## src/rtl/sol_pkg.sv

```systemverilog
package sol_pkg;
  // Decoded serial-pin events in the system clock domain
  typedef struct packed {
    logic cs_low;
    logic cs_fall;
    logic cs_rise;
    logic sclk_rise;
    logic sclk_fall;
    logic sdi;
  } sol_evt_t;
endpackage

```

## src/rtl/sol_in_sync.sv

```systemverilog
module sol_in_sync #(
  parameter int STAGES = 2
) (
  input  logic              clk,
  input  logic              rst_n,
  input  logic              cs_n,
  input  logic              sclk,
  input  logic              sdi,
  output sol_pkg::sol_evt_t evt
);
  localparam int NSIG = 3;
  localparam logic [NSIG-1:0] IDLE = 3'b100; // cs_n high, sclk low, sdi low

  logic [NSIG-1:0] stage_q [STAGES];
  logic [NSIG-1:0] stage_d [STAGES];
  logic [NSIG-1:0] prev_q, prev_d;
  logic [NSIG-1:0] cur;

  generate
    for (genvar s = 0; s < STAGES; s++) begin : g_stage
      if (s == 0) begin : g_first
        assign stage_d[s] = {cs_n, sclk, sdi};
      end else begin : g_next
        assign stage_d[s] = stage_q[s-1];
      end
      always_ff @(posedge clk or negedge rst_n) begin
        if (!rst_n) stage_q[s] <= IDLE;
        else        stage_q[s] <= stage_d[s];
      end
    end
  endgenerate

  assign cur    = stage_q[STAGES-1];
  assign prev_d = cur;

  always_ff @(posedge clk or negedge rst_n) begin
    if (!rst_n) prev_q <= IDLE;
    else        prev_q <= prev_d;
  end

  always_comb begin
    evt.cs_low    = ~cur[2];
    evt.cs_fall   = prev_q[2] & ~cur[2];
    evt.cs_rise   = ~prev_q[2] & cur[2];
    evt.sclk_rise = ~prev_q[1] & cur[1] & ~cur[2];
    evt.sclk_fall = prev_q[1] & ~cur[1] & ~cur[2];
    evt.sdi       = cur[0];
  end
endmodule

```

## src/rtl/sol_shifter.sv

```systemverilog
module sol_shifter #(
  parameter int WIDTH = 8
) (
  input  logic              clk,
  input  logic              rst_n,
  input  sol_pkg::sol_evt_t evt,
  input  logic [WIDTH-1:0]  snap,
  output logic [WIDTH-1:0]  shift_q,
  output logic              sdo_q,
  output logic              commit
);
  localparam int CW = (WIDTH > 1) ? $clog2(WIDTH) : 1;

  logic [WIDTH-1:0] shift_d;
  logic             sdo_d;
  logic [CW-1:0]    cnt_q, cnt_d;
  logic             seen_q, seen_d;
  logic             cnt_wrap;

  assign cnt_wrap = (cnt_q == CW'(WIDTH - 1));

  always_comb begin
    shift_d = shift_q;
    sdo_d   = sdo_q;
    cnt_d   = cnt_q;
    seen_d  = seen_q;
    if (evt.cs_fall) begin
      shift_d = snap;
      sdo_d   = snap[WIDTH-1];
      cnt_d   = '0;
      seen_d  = 1'b0;
    end else if (evt.cs_rise) begin
      cnt_d  = '0;
      seen_d = 1'b0;
    end else begin
      if (evt.sclk_rise) shift_d = {shift_q[WIDTH-2:0], evt.sdi};
      if (evt.sclk_fall) begin
        sdo_d  = shift_q[WIDTH-1];
        cnt_d  = cnt_wrap ? '0 : cnt_q + 1'b1;
        seen_d = 1'b1;
      end
    end
  end

  assign commit = evt.cs_rise & seen_q & (cnt_q == '0);

  always_ff @(posedge clk or negedge rst_n) begin
    if (!rst_n) begin
      shift_q <= '0;
      sdo_q   <= 1'b0;
      cnt_q   <= '0;
      seen_q  <= 1'b0;
    end else begin
      shift_q <= shift_d;
      sdo_q   <= sdo_d;
      cnt_q   <= cnt_d;
      seen_q  <= seen_d;
    end
  end

  // serial output moves only on a falling serial edge or at frame start
  assert_sdo_on_fall_R3: assert property (@(posedge clk) disable iff (!rst_n)
    (sdo_q != $past(sdo_q)) |-> $past(evt.sclk_fall | evt.cs_fall));
  // a load request only occurs when the frame closes
  assert_commit_at_close_R4: assert property (@(posedge clk) disable iff (!rst_n)
    commit |-> (evt.cs_rise && !evt.cs_low));
  // the edge count is zero at the first serial edge of a frame
  assert_count_restart_R5: assert property (@(posedge clk) disable iff (!rst_n)
    $past(evt.cs_fall) |-> (cnt_q == '0 && !seen_q));
endmodule

```

## src/rtl/sol_out_latch.sv

```systemverilog
module sol_out_latch #(
  parameter int WIDTH = 8
) (
  input  logic             clk,
  input  logic             rst_n,
  input  logic             commit,
  input  logic [WIDTH-1:0] shift_q,
  input  logic [WIDTH-1:0] open_flt,
  input  logic [WIDTH-1:0] short_flt,
  input  logic             over_temp,
  output logic [WIDTH-1:0] cmd_q,
  output logic [WIDTH-1:0] snap,
  output logic [WIDTH-1:0] ch_en
);
  logic [WIDTH-1:0] cmd_d;

  always_comb begin
    cmd_d = cmd_q;
    if (commit) cmd_d = shift_q;
  end

  always_ff @(posedge clk or negedge rst_n) begin
    if (!rst_n) cmd_q <= '0;
    else        cmd_q <= cmd_d;
  end

  generate
    for (genvar i = 0; i < WIDTH; i++) begin : g_ch
      assign ch_en[i] = cmd_q[i] & ~short_flt[i] & ~over_temp;
      assign snap[i]  = cmd_q[i] & ~open_flt[i] & ~short_flt[i];
    end
  endgenerate

  // the command register never changes without a load request
  assert_hold_without_commit_R5: assert property (@(posedge clk) disable iff (!rst_n)
    (cmd_q != $past(cmd_q)) |-> $past(commit));
  // over-temperature alone does not disturb the stored command
  assert_ot_keeps_cmd_R8: assert property (@(posedge clk) disable iff (!rst_n)
    (over_temp && !commit) |=> $stable(cmd_q));
  // a shorted channel is never enabled
  assert_short_blocks_R9: assert property (@(posedge clk) disable iff (!rst_n)
    (ch_en & short_flt) == '0);
endmodule

```

## src/rtl/serial_out_latch.sv

```systemverilog
module serial_out_latch #(
  parameter int WIDTH       = 8,
  parameter int SYNC_STAGES = 2
) (
  input  logic             clk,
  input  logic             rst_n,
  input  logic             cs_n,
  input  logic             sclk,
  input  logic             sdi,
  output logic             sdo,
  output logic             sdo_oe,
  input  logic [WIDTH-1:0] open_flt,
  input  logic [WIDTH-1:0] short_flt,
  input  logic             over_temp,
  output logic [WIDTH-1:0] ch_en
);
  logic [1:0]        rst_sync_q;
  logic              rst_n_int;
  sol_pkg::sol_evt_t evt;
  logic [WIDTH-1:0]  shift_q;
  logic [WIDTH-1:0]  cmd_q;
  logic [WIDTH-1:0]  snap;
  logic              sdo_q;
  logic              commit;

  // Reset: asynchronous assertion, synchronous release
  always_ff @(posedge clk or negedge rst_n) begin
    if (!rst_n) rst_sync_q <= 2'b00;
    else        rst_sync_q <= {rst_sync_q[0], 1'b1};
  end
  assign rst_n_int = rst_sync_q[1];

  sol_in_sync #(.STAGES(SYNC_STAGES)) u_sync (
    .clk  (clk),
    .rst_n(rst_n_int),
    .cs_n (cs_n),
    .sclk (sclk),
    .sdi  (sdi),
    .evt  (evt)
  );

  sol_shifter #(.WIDTH(WIDTH)) u_shift (
    .clk    (clk),
    .rst_n  (rst_n_int),
    .evt    (evt),
    .snap   (snap),
    .shift_q(shift_q),
    .sdo_q  (sdo_q),
    .commit (commit)
  );

  sol_out_latch #(.WIDTH(WIDTH)) u_latch (
    .clk      (clk),
    .rst_n    (rst_n_int),
    .commit   (commit),
    .shift_q  (shift_q),
    .open_flt (open_flt),
    .short_flt(short_flt),
    .over_temp(over_temp),
    .cmd_q    (cmd_q),
    .snap     (snap),
    .ch_en    (ch_en)
  );

  assign sdo    = sdo_q;
  assign sdo_oe = evt.cs_low & rst_n_int;

  // the output driver is off outside a frame
  assert_oe_off_idle_R1: assert property (@(posedge clk) disable iff (!rst_n_int)
    (!evt.cs_low) |-> !sdo_oe);
  // over-temperature silences every channel
  assert_ot_all_off_R8: assert property (@(posedge clk) disable iff (!rst_n_int)
    over_temp |-> (ch_en == '0));
endmodule

```

## config.mk

```make
export PLATFORM = sky130hd
export DESIGN_NAME = serial_out_latch
export DESIGN_NICKNAME = d
export VERILOG_FILES = /design/src/rtl/sol_pkg.sv /design/src/rtl/sol_in_sync.sv /design/src/rtl/sol_shifter.sv /design/src/rtl/sol_out_latch.sv /design/src/rtl/serial_out_latch.sv
export SDC_FILE = /design/constraint.sdc
export NUM_CORES = 1
export LEC_CHECK = 0
export ABC_AREA = 1
export BUFFER_PORTS_ARGS = -buffer_cell sky130_fd_sc_hd__buf_2
export CORE_AREA = 2 2 70 72
export CTS_CLUSTER_DIAMETER = 200
export DETAILED_ROUTE_END_ITERATION = 6
export DIE_AREA = 0 0 72 74
export PLACE_DENSITY = 0.6
export RECOVER_POWER = 25
export SYNTH_ARGS = -nofsm -noshare
export SYNTH_HDL_FRONTEND = slang
export SYNTH_SLANG_ARGS = --single-unit
```

## constraint.sdc

```tcl
create_clock -name clk -period 3.2 [get_ports clk]
set_input_delay 0.64 -clock clk [delete_from_list [all_inputs] [get_ports clk]]
set_output_delay 0.64 -clock clk [all_outputs]
set_load 0.005 [all_outputs]
```

After elaboration in Yosys (flattened, before gate mapping):

Cells that the tools add are included.

* output and inout bits: 10
* register bits: 32
* input port bits: 22

* muxes and demuxes: 13
* $add $sub $neg: 1
* bitwise gates (word level): 62
* reductions and logical operators: 6
* equality and inequality tests: 2

Operator list (number)
* $and 1x1->1: 41
* $mux 8: 3
* $not 1->1: 21
* $mux 3: 4
* $mux 1: 6
* $reduce_and 2->1: 2
* $reduce_bool 2->1: 2
* $add 3x1->3 const B: 1
* $eq 3x3->1 const B: 1
* $logic_not 3->1: 1
* $reduce_bool 3->1: 1
* $ne 2x2->1 const B: 1

Logic depth before layout (Yosys ltp):

Gate-level depths: netlist (run 1).

* depth in word-level cells: 6
* depth in mapped cells: 9
* mapped depth without buffers: 8

Cells and area by module:

Synthesis (run 1) repeated with hierarchy kept, for this count alone.

* cells, all modules: 186
* area total of the unflattened synthesis: 1452.6 um^2

Modules (own cells, without submodules)
* sol_shifter: instances 1, cells each 96, area each 703.2 um^2
* sol_out_latch: instances 1, cells each 67, area each 437.9 um^2
* sol_in_sync: instances 1, cells each 18, area each 250.2 um^2
* serial_out_latch: instances 1, cells each 5, area each 61.3 um^2

Worst setup path before layout (run 1):

OpenSTA, ideal clock, no wires.

* kind: reg-to-output
* from: register rst_sync_q[1]
* to: output sdo_oe
* data required time: 2.560 ns
* arrival time: 1.144 ns
* stages on the path, launching flop included: 3
* setup slack: 1.416 ns
* cells stage by stage: dfrtp_1 > inv_1 > nor2_1

* word-level cells in the longest chain between the ends: 1

RTL lines
* from (decl): line serial_out_latch.sv:17 `logic [1:0] rst_sync_q;`
* from (signal assigned): line serial_out_latch.sv:29 `else rst_sync_q <= {rst_sync_q[0], 1'b1};`
* $and 1x1->1: line serial_out_latch.sv:66 `assign sdo_oe = evt.cs_low & rst_n_int;`
* to (decl): line serial_out_latch.sv:11 `output logic sdo_oe,`

Every way passes these cells.

Final worst setup path (run 1):

* from: input over_temp
* to: output ch_en[7]

* word-level cells in the longest chain between the ends: 2

RTL lines
* from (decl): line serial_out_latch.sv:14 `input logic over_temp,`
* $not 1->1: line sol_out_latch.sv:29 `assign ch_en[i] = cmd_q[i] & ~short_flt[i] & ~over_temp;`
* $and 1x1->1: line sol_out_latch.sv:29
* to (decl): line serial_out_latch.sv:15 `output logic [WIDTH-1:0] ch_en`

Every way passes these cells.

==> flow_metrics.py, run 1 <==
metrics = {
    "run_status": {
        "outcome": "finished with violations",
        "violations": "max-capacitance violations, max-slew violations",
    },
    "global_routing": {
        "track_usage_pct": 12.1,
        "antenna_found_initial": 0,
        "grt_pass1_vias": 1171,
        "grt_pass1_wl_mm": 4.93,
        "overflow": 0,
        "grt_max_degree": 30,
    },
    "yosys": {
        "synthArstFlopShare_pct": 100,
        "synth_area_um2": 1570,
        "synth_edf_count": 0,
        "synth_cell_type_count": 20,
        "synth.avg_cell_area_um2": 8.35,
        "synthCells": 188,
        "seq_area_frac_synth_pct": 49.6,
        "ys_ff_latch": 31,
        "ys.flop_type": "dfrtp_1",
        "syn-num-nets": 216,
        "yosysWarnings": 0,
    },
    "layout": {
        "post-route-util_pct": 39.9,
        "final_common_cell": "nand2_1",
        "nNetsFinal": 250,
        "insertedDiodeCount": 0,
        "layout_common_cells": "60 x nand2_1, 30 x buf_2, 28 x dfrtp_1",
        "drive_above_1_share_pct": 26.9,
        "nFillCells": 480,
        "areaGrowthSynthToFinish_pct": 16.8,
    },
    "routing": {
        "vias_per_cell": 4.38,
        "wl_per_cell_um": 10.1,
        "ant_nets": 0,
        "drtPass1Iterations": 4,
        "drcViolationCount": 0,
        "num_vias": 1212,
        "drt_wl_total_mm": 2.80,
        "drt_iter0_drc": 79,
    },
    "worst_setup_path": {
        "startpoint_type": "primary input",
        "cp-end-kind": "output port",
        "critical_path_class": "in -> out",
        "cp.required_ns": 2.56,
        "worstPathArrival_ns": 1.11,
        "crit_fanout": 8,
    },
    "sta": {
        "hold_viol_final": 0,
        "min_period_over_period_pct": 54.7,
        "finalMaxSlewViolations": 30,
        "fmax_mhz": 571,
        "setup_violations": 0,
        "skew_ns": 0.00913,
        "slew_headroom_pct": -2.89,
        "rsz0062_at_grt": "false",
        "fin_ws_ns": 1.45,
        "fin_crit_ns": 1.75,
        "tightestPinTransition_ns": 1.54,
        "fin_setup_tns_ns": 0,
    },
    "placed_design": {
        "pre_cts_slack_ns": 1.43,
        "dp_hpwl_mm": 2.03,
        "numPortBuffers": 31,
        "finalWeightedCongestion": 0.729,
    },
    "cts": {
        "clk_latency_ns": 0.27,
        "clk_pin_slew_worst_paths_ns": 0.06,
        "cts_root_buf": "clkbuf_8",
        "cts_tree": "built",
        "cts_sinks": 31,
        "clock_path_buffers": 2,
        "cts-resized-gates": 0,
        "cts-buffers-inserted": 5,
        "cts_hold_buffers": 0,
        "cts.htree.levels": 2,
        "postCtsSetupBuffers": 0,
    },
    "floorplanning": {
        "dieArea_um2": 5330,
        "fp.dieH_um": 74,
        "placementRows": 25,
        "io_pins": 32,
        "die_x_um": 72,
        "coreArea_um2": 4600,
        "initial_utilization_pct": 34.1,
    },
    "power_and_ir_drop": {
        "peakVddDrop_mv": 0.317,
        "power.density_nw_per_um2": 572,
        "power_uw": 1050,
        "p_leak_uw": 0.000998,
    },
    "run": {
        "maxCapViolCount": 1,
    },
    "hold_path": {
        "hp-class": "in -> async",
    },
}
[layer usage]
metal	global-route usage [%]	wire (um)	vias to the layer above
met5	0	0	-
met2	20.9	1260	26
met3	2.98	119	6
li1	-	-	638
met4	5.66	59	0
met1	14.3	1360	542
[registers in the layout, summed over array words and instances, names as in the netlist]
name,cells
u_shift.seen_q,1
u_shift.cnt_q,3
u_shift.shift_q,8
rst_sync_q,2
u_sync.cur,3
u_shift.sdo_q,1
u_sync.stage_d,3
u_latch.cmd_q,8
u_sync.prev_q,2
[power breakdown]
group | leakage, uW | switching, uW | internal [uW]
Clock | 0.0000395 | 131 | 154
Sequential | 0.000389 | 49.7 | 473
Combinational | 0.000569 | 140 | 101
Total | 0.000998 | 321 | 728
[cell families after synthesis]
family | synth area share, %
DFF | 49.6
buffers and inverters | 9.56
and+or+nand+nor | 31.0
AOI/OAI and AO/OA | 4.78
other | 0.239
adders and majority gates | 4.78
[synth_stat cells (2+ instances only)]
library cell,n,share of area (%)
inv_1,27,6.5
nand2_1,60,14
buf_4,2,0.96
inv_2,2,0.48
dfstp_2,3,5.0
dfrtp_1,28,45
nand2_4,2,1.4
o21ai_2,8,4.5
buf_6,2,1.4
nor2_1,11,2.6
nand3_1,12,3.8
nand4_1,2,0.80
nand2_2,2,0.80
nor3_1,9,2.9
ha_1,6,4.8
nor2_2,8,3.2
[area by class of cell]
class / count / area, um2 / area share, %
Sequential cell: 31 / 779 / 42.5
Multi-Input combinational cell: 123 / 641 / 34.9
Timing Repair Buffer: 32 / 158 / 8.59
Inverter: 29 / 109 / 5.93
Clock buffer: 8 / 80.1 / 4.37
Tap cell: 54 / 67.6 / 3.68
[critical path, cell delays in order]
cell and delay, ns:
buf_2 0.16, nor3_1 0.18, buf_2 0.13
[stage by stage]
| step | std cells | area, um2 | hold slack [ns] |
|---|---|---|---|
| after floorplan | 188 | 1570 | 0.331 |
| after global placement | 269 | 1760 | 0.292 |
| after detailed placement | 269 | 1760 | 0.299 |
| after CTS | 277 | 1840 | 0.138 |
| after global routing | 277 | 1830 | 0.144 |
| final | 277 | 1830 | 0.144 |
[path summary, 6_finish.rpt]
path | startpoint | to | slack, ns | cells after the start
max in group asynchronous | rst_sync_q[1]$_DFF_PN0_ | u_latch.cmd_q[6]$_DFFE_PN0P_ | 1.55 | 1
hold / removal | rst_n | rst_sync_q[0]$_DFF_PN0_ | 0.14 | 1
setup reg to reg | u_sync.cur[2]$_DFF_PN1_ | u_shift.shift_q[6]$_DFFE_PN0P_ | 1.46 | 7
setup / recovery | over_temp | ch_en[7] | 1.45 | 3
min in group clk | u_sync.stage_d[0]$_DFF_PN0_ | u_sync.cur[0]$_DFF_PN0_ | 0.35 | 0
hold reg to reg | u_sync.stage_d[0]$_DFF_PN0_ | u_sync.cur[0]$_DFF_PN0_ | 0.35 | 0
(Power assumes the default switching activity.)
==> run 2, diff against run 1 <==
==> constraint.sdc (replaced) <==
create_clock -name clk -period 1.8 [get_ports clk]
set_input_delay 0.36 -clock clk [delete_from_list [all_inputs] [get_ports clk]]
set_output_delay 0.36 -clock clk [all_outputs]
set_load 0.005 [all_outputs]
==> run 2 against run 1 <==
Compared with the run above: the flow now finishes without violations; global-route usage is 0.58 points higher; die area is the same; combinational power grew 83%; clock power is 150% higher; cell count up 0.72%; wire length increased by 4.3%; register-to-register slack got worse by 1.2 ns; sequential share of layout area fell by 1.5 points; critical endpoint is now u_shift.shift_q[6]$_DFFE_PN0P_; highest routed layer unchanged.
==> flow_metrics.py, run 2 (synthesis results as in run 1) <==
metrics = {
    "routing": {
        "drcViolationCount": 0,
        "vias_per_cell": 4.43,
        "wl_per_cell_um": 10.5,
        "ant_nets": 0,
        "drtPass1Iterations": 6,
        "top_layer": "met4",
        "route.met3.wl_um": 156,
        "drt_wl_total_mm": 2.92,
        "drt_iter0_drc": 57,
        "num_vias": 1237,
        "wl_met1_mm": 1.41,
        "wl_met2_mm": 1.29,
    },
    "worst_setup_path": {
        "worstPathCellList": "inv_2 -> ha_1 -> inv_2 -> buf_12 -> nand2_4 -> nand2_4 -> nand2_1 -> nand2_1",
        "reg2regPathDepth": 8,
        "r2r-start": "u_sync.cur[2]$_DFF_PN1_",
        "worst-path-buf-inv": 3,
        "r2r_setup_slack_ns": 0.24,
        "crit_slowest_cell": "dfstp_1",
        "slowest_delay_ns": 0.60,
        "startpoint_type": "register",
        "r2r-end": "u_shift.shift_q[6]$_DFFE_PN0P_",
        "startpoint": "u_sync.cur[2]$_DFF_PN1_",
        "cp.required_ns": 2.03,
        "crit_family": "flip-flops",
        "cp-end-kind": "register",
        "worstPathArrival_ns": 1.79,
        "critical_path_class": "reg -> reg",
        "crit_fanout": 18,
    },
    "cts": {
        "cts_sinks": 31,
        "clk_pin_slew_worst_paths_ns": 0.07,
        "cts.htree.levels": 2,
        "postCtsSetupBuffers": 0,
        "clock_path_buffers": 2,
        "cts_tree": "built",
        "clk_latency_ns": 0.29,
        "cts-buffers-inserted": 5,
        "cts_root_buf": "clkbuf_8",
    },
    "layout": {
        "layout_common_cells": "60 x nand2_1, 30 x buf_2, 28 x dfrtp_1",
        "reg_top3": "u_latch.cmd_q: 8 flops, u_shift.shift_q: 8 flops",
        "drive_above_1_share_pct": 28.9,
        "final_common_cell": "nand2_1",
        "areaGrowthSynthToFinish_pct": 21.2,
        "insertedDiodeCount": 0,
        "nNetsFinal": 252,
        "finalInstanceArea_um2": 1900,
        "post-route-util_pct": 41.4,
    },
    "sta": {
        "hold_viol_final": 0,
        "fin_crit_ns": 1.56,
        "min_period_over_period_pct": 86.8,
        "fin_ws_ns": 0.237,
        "rsz0062_at_grt": "false",
        "finalMaxSlewViolations": 0,
        "tightestPinTransition_ns": 0.711,
        "skew_ns": 0.0110,
        "fmax_mhz": 640,
        "slew_headroom_pct": 52.6,
        "setup_violations": 0,
        "fin_setup_tns_ns": 0,
    },
    "global_routing": {
        "track_usage_pct": 12.7,
        "grt_pass1_wl_mm": 4.99,
        "antenna_found_initial": 0,
        "overflow": 0,
        "grt_pass1_vias": 1169,
        "grt_max_degree": 30,
    },
    "hold_path": {
        "hp-class": "in -> reg",
        "hp-start": "cs_n",
        "min_to": "u_sync.stage_d[2]$_DFF_PN1_",
        "worstHoldPathCells": 1,
    },
    "power_and_ir_drop": {
        "power_uw": 2080,
        "power.density_nw_per_um2": 1090,
        "peakVddDrop_mv": 0.573,
        "p_leak_uw": 0.00104,
    },
    "run": {
        "maxCapViolCount": 0,
    },
    "placed_design": {
        "dp_hpwl_mm": 2.10,
        "numPortBuffers": 31,
        "pre_cts_slack_ns": 0.288,
        "finalWeightedCongestion": 0.745,
        "placed_area_um2": 1780,
    },
    "floorplanning": {
        "initial_utilization_pct": 34.1,
        "coreArea_um2": 4600,
        "io_pins": 32,
        "dieArea_um2": 5330,
        "die_x_um": 72,
        "placementRows": 25,
        "fp.dieH_um": 74,
    },
    "run_status": {
        "outcome": "finished, final reports clean",
    },
}
-- run 2: worst max-delay path by stage --
| stage | endpoint | slack, ns | cells after the start |
|---|---|---|---|
| 6_report | u_shift.shift_q[6]$_DFFE_PN0P_ | 0.24 | 8 |
| 5_1_grt | u_shift.shift_q[6]$_DFFE_PN0P_ | 0.11 | 8 |
| 4_1_cts | u_shift.shift_q[6]$_DFFE_PN0P_ | 0.27 | 8 |
| 3_5_place_dp | u_shift.shift_q[5]$_DFFE_PN0P_ | 0.29 | 8 |
| 3_3_place_gp | u_shift.shift_q[5]$_DFFE_PN0P_ | 0.32 | 8 |
| 2_1_floorplan | sdo_oe | 0.30 | 2 |
-- run 2: metrics by stage --
step / std cells / hold WS, ns
global route: 279 / 0.161
floorplan: 188 / 0.0644
global placement: 270 / 0.146
finish: 279 / 0.179
CTS: 279 / 0.167
detailed placement: 270 / 0.147
-- run 2: area by class of cell --
| type | count | area, um2 |
|---|---|---|
| clock buffer | 6 | 82.6 |
| clock inverter | 2 | 35.0 |
| fill | 475 | 2700 |
| inverter | 29 | 109 |
| multi-input combinational | 123 | 641 |
| sequential | 31 | 779 |
| tap | 54 | 67.6 |
| timing repair buffer | 34 | 189 |
-- run 2: report_power, final --
group          switching, uW  internal, uW  total [uW]
registers               88.0           840         928
logic                    255           186         442
clock network            261           448         709
-- run 2: routing by layer --
layer	up-vias	global-route usage, %
met5	-	0
met4	0	5.87
met3	5	4.88
met2	27	19.9
met1	560	15.6
li1	645	-
-- run 2: what timing repair did --
item,4_1_cts,5_1_grt
endpoints found under the hold margin,2,0
gates resized for setup,0,0
hold buffers,1,0
-- run 2: worst reg2reg max path, stage by stage (launching register included) --
cell	delay, ns
dfstp_1	0.60
inv_2	0.07
ha_1	0.22
inv_2	0.11
buf_12	0.17
nand2_4	0.10
nand2_4	0.12
nand2_1	0.06
nand2_1	0.07
==> run 3, diff against run 2 <==
--- a/config.mk
+++ b/config.mk
@@ -7,12 +7,13 @@
 export LEC_CHECK = 0
 export ABC_AREA = 1
 export BUFFER_PORTS_ARGS = -buffer_cell sky130_fd_sc_hd__buf_2
-export CORE_AREA = 2 2 70 72
+export CORE_AREA = 2 2 81 64
 export CTS_CLUSTER_DIAMETER = 200
+export CTS_CLUSTER_SIZE = 8
 export DETAILED_ROUTE_END_ITERATION = 6
-export DIE_AREA = 0 0 72 74
-export PLACE_DENSITY = 0.6
-export RECOVER_POWER = 25
+export DIE_AREA = 0 0 83 66
+export PLACE_DENSITY = 0.59
+export RECOVER_POWER = 100
 export SYNTH_ARGS = -nofsm -noshare
 export SYNTH_HDL_FRONTEND = slang
 export SYNTH_SLANG_ARGS = --single-unit
==> run 3 against run 2 <==
Compared with the run above: design area fell by 2.4%; sequential share of layout area rose by 0.99 points; utilization fell by 1.9 points; die area rose by 2.8%; clock-buffer cell count did not move; wire length rose by 2.1%; register-to-register slack got worse by 0.02 ns; global-route usage fell by 1.0 points; sequential cell count did not move; worst setup slack got worse by 0.022 ns; non-clock buffer count did not move; total power fell by 2.6%; critical path type unchanged; highest routed layer unchanged.
==> flow_metrics.py, run 3 (synthesis results as in run 1) <==
metrics = {
    "run_status": {
        "outcome": "finished, final reports clean",
    },
    "routing": {
        "num_vias": 1220,
        "wl_per_cell_um": 10.5,
        "drt_wl_total_mm": 2.98,
        "drtPass1Iterations": 4,
        "vias_per_cell": 4.28,
        "drcViolationCount": 0,
        "drt_iter0_drc": 40,
        "ant_nets": 0,
    },
    "run": {
        "maxCapViolCount": 0,
    },
    "worst_setup_path": {
        "cp-end-kind": "register",
        "cp.required_ns": 1.97,
        "worstPathCellList": "inv_2 -> ha_1 -> inv_2 -> buf_12 -> nor2_1 -> nand2_1 -> nand2_1 -> nand3_1 -> nand2_1",
        "path_common_cell": "nand2_1",
        "endpoint": "u_shift.shift_q[6]$_DFFE_PN0P_",
        "startpoint_type": "register",
        "crit_fanout": 15,
        "r2r-end": "u_shift.shift_q[6]$_DFFE_PN0P_",
        "r2r-start": "u_sync.cur[2]$_DFF_PN1_",
        "worstPathArrival_ns": 1.75,
        "crit_slowest_cell": "dfstp_1",
        "r2r_setup_slack_ns": 0.22,
        "slowest_delay_ns": 0.60,
        "reg2regPathDepth": 9,
        "critical_path_class": "reg -> reg",
        "startpoint": "u_sync.cur[2]$_DFF_PN1_",
    },
    "sta": {
        "finalMaxSlewViolations": 0,
        "tightestPinTransition_ns": 0.735,
        "slew_headroom_pct": 51.0,
        "rsz0062_at_grt": "false",
        "skew_ns": 0.00647,
        "fin_crit_ns": 1.58,
        "fin_setup_tns_ns": 0,
        "fmax_mhz": 631,
        "hold_viol_final": 0,
        "setup_violations": 0,
        "min_period_over_period_pct": 88.0,
    },
    "power_and_ir_drop": {
        "seq_power_share_pct": 45.9,
        "clock_power_share_pct": 34.5,
        "p_leak_uw": 0.000994,
        "p_comb_share_pct": 19.6,
        "power.internal_uw": 1450,
        "swShare_pct": 28.4,
        "switchingPower_uw": 576,
        "peakVddDrop_mv": 0.481,
        "power.density_nw_per_um2": 1090,
    },
    "cts": {
        "cts_sinks": 31,
        "cts_root_buf": "clkbuf_8",
        "clock_path_buffers": 2,
        "cts.htree.levels": 2,
        "clk_latency_ns": 0.28,
        "clk_pin_slew_worst_paths_ns": 0.07,
        "cts-buffers-inserted": 5,
        "cts_tree": "built",
        "cts_hold_buffers": 1,
        "cts-resized-gates": 0,
        "postCtsSetupBuffers": 0,
    },
    "floorplanning": {
        "die_x_um": 83,
        "fp.dieH_um": 66,
        "placementRows": 22,
        "coreArea_um2": 4710,
        "initial_utilization_pct": 33.4,
        "io_pins": 32,
        "dieArea_um2": 5480,
    },
    "hold_path": {
        "hp-class": "in -> reg",
    },
    "global_routing": {
        "grt_max_degree": 30,
        "track_usage_pct": 11.7,
        "grt_pass1_vias": 1078,
        "grt_pass1_wl_mm": 4.91,
        "overflow": 0,
        "antenna_found_initial": 0,
    },
    "layout": {
        "nNetsFinal": 252,
        "drive_above_1_share_pct": 19.1,
        "nFillCells": 500,
        "finalInstanceArea_um2": 1860,
        "reg_top3": "u_latch.cmd_q: 8 flops, u_shift.shift_q: 8 flops",
        "final_common_cell": "nand2_1",
        "layout_common_cells": "61 x nand2_1, 28 x dfrtp_1, 27 x inv_1",
        "insertedDiodeCount": 0,
        "areaGrowthSynthToFinish_pct": 18.3,
    },
    "placed_design": {
        "finalWeightedCongestion": 0.760,
        "dp_hpwl_mm": 2.20,
        "numPortBuffers": 31,
        "placed_area_um2": 1790,
    },
}
==> run 3: cell count changes in the layout (fill, tap and decap cells not counted), sizes merged <==
cell    previous run  this run
buf               31        22
clkbuf             8        17
==> run 3: worst min-delay path by stage <==
| stage | start | to | slack, ns | depth (start not counted) |
|---|---|---|---|---|
| floorplan | rst_n | rst_sync_q[0]$_DFF_PN0_ | 0.06 | 0 |
| global placement | rst_n | rst_sync_q[0]$_DFF_PN0_ | 0.15 | 1 |
| detailed placement | rst_n | rst_sync_q[0]$_DFF_PN0_ | 0.15 | 1 |
| CTS | cs_n | u_sync.stage_d[2]$_DFF_PN1_ | 0.16 | 1 |
| global route | cs_n | u_sync.stage_d[2]$_DFF_PN1_ | 0.16 | 1 |
| finish | cs_n | u_sync.stage_d[2]$_DFF_PN1_ | 0.17 | 1 |
==> run 3: layout make-up <==
cell class	instances	area, um2	area share (%)
flip-flops and latches	31	779	42.0
multi-input cells	123	598	32.2
repair buffers	34	179	9.63
inverters	29	109	5.86
clock buffers	6	82.6	4.44
well taps	60	75.1	4.04
clock inverters	2	35.0	1.89
==> run 3: power by group through the flow <==
stage	registers (uW)	logic, uW	clock network [uW]
finish	929	397	699
global route	948	470	748
CTS	932	456	722
detailed placement	944	452	0
global placement	940	449	0
floorplan	929	337	0
==> run 3: critical path: cells and delay by family (launching register included) <==
| family | cells | cell delay, ns |
|---|---|---|
| adder cells (fa/ha/maj) | 1 | 0.22 |
| AND/OR/NAND/NOR | 5 | 0.26 |
| flip-flops | 1 | 0.60 |
| buffers and inverters | 3 | 0.39 |
==> run 3: through the flow <==
stage,setup WS [ns],power (uW),instances,hold WS [ns],utilization [%]
after floorplan,0.296,1270,188,0.0644,-
after global placement,0.282,1390,276,0.147,38.0
after detailed placement,0.247,1400,276,0.149,38.0
after CTS,0.238,2110,285,0.163,40.7
after global routing,0.0712,2170,285,0.157,39.5
final,0.216,2030,285,0.174,39.5
==> run 3: routing by layer <==
| layer | up-vias | wire length, um | GRT usage (%) |
|---|---|---|---|
| met2 | 32 | 1230 | 17.7 |
| li1 | 645 | - | - |
| met5 | - | 0 | 0 |
| met4 | 0 | 52 | 4.92 |
| met1 | 536 | 1540 | 15.4 |
| met3 | 7 | 160 | 3.62 |
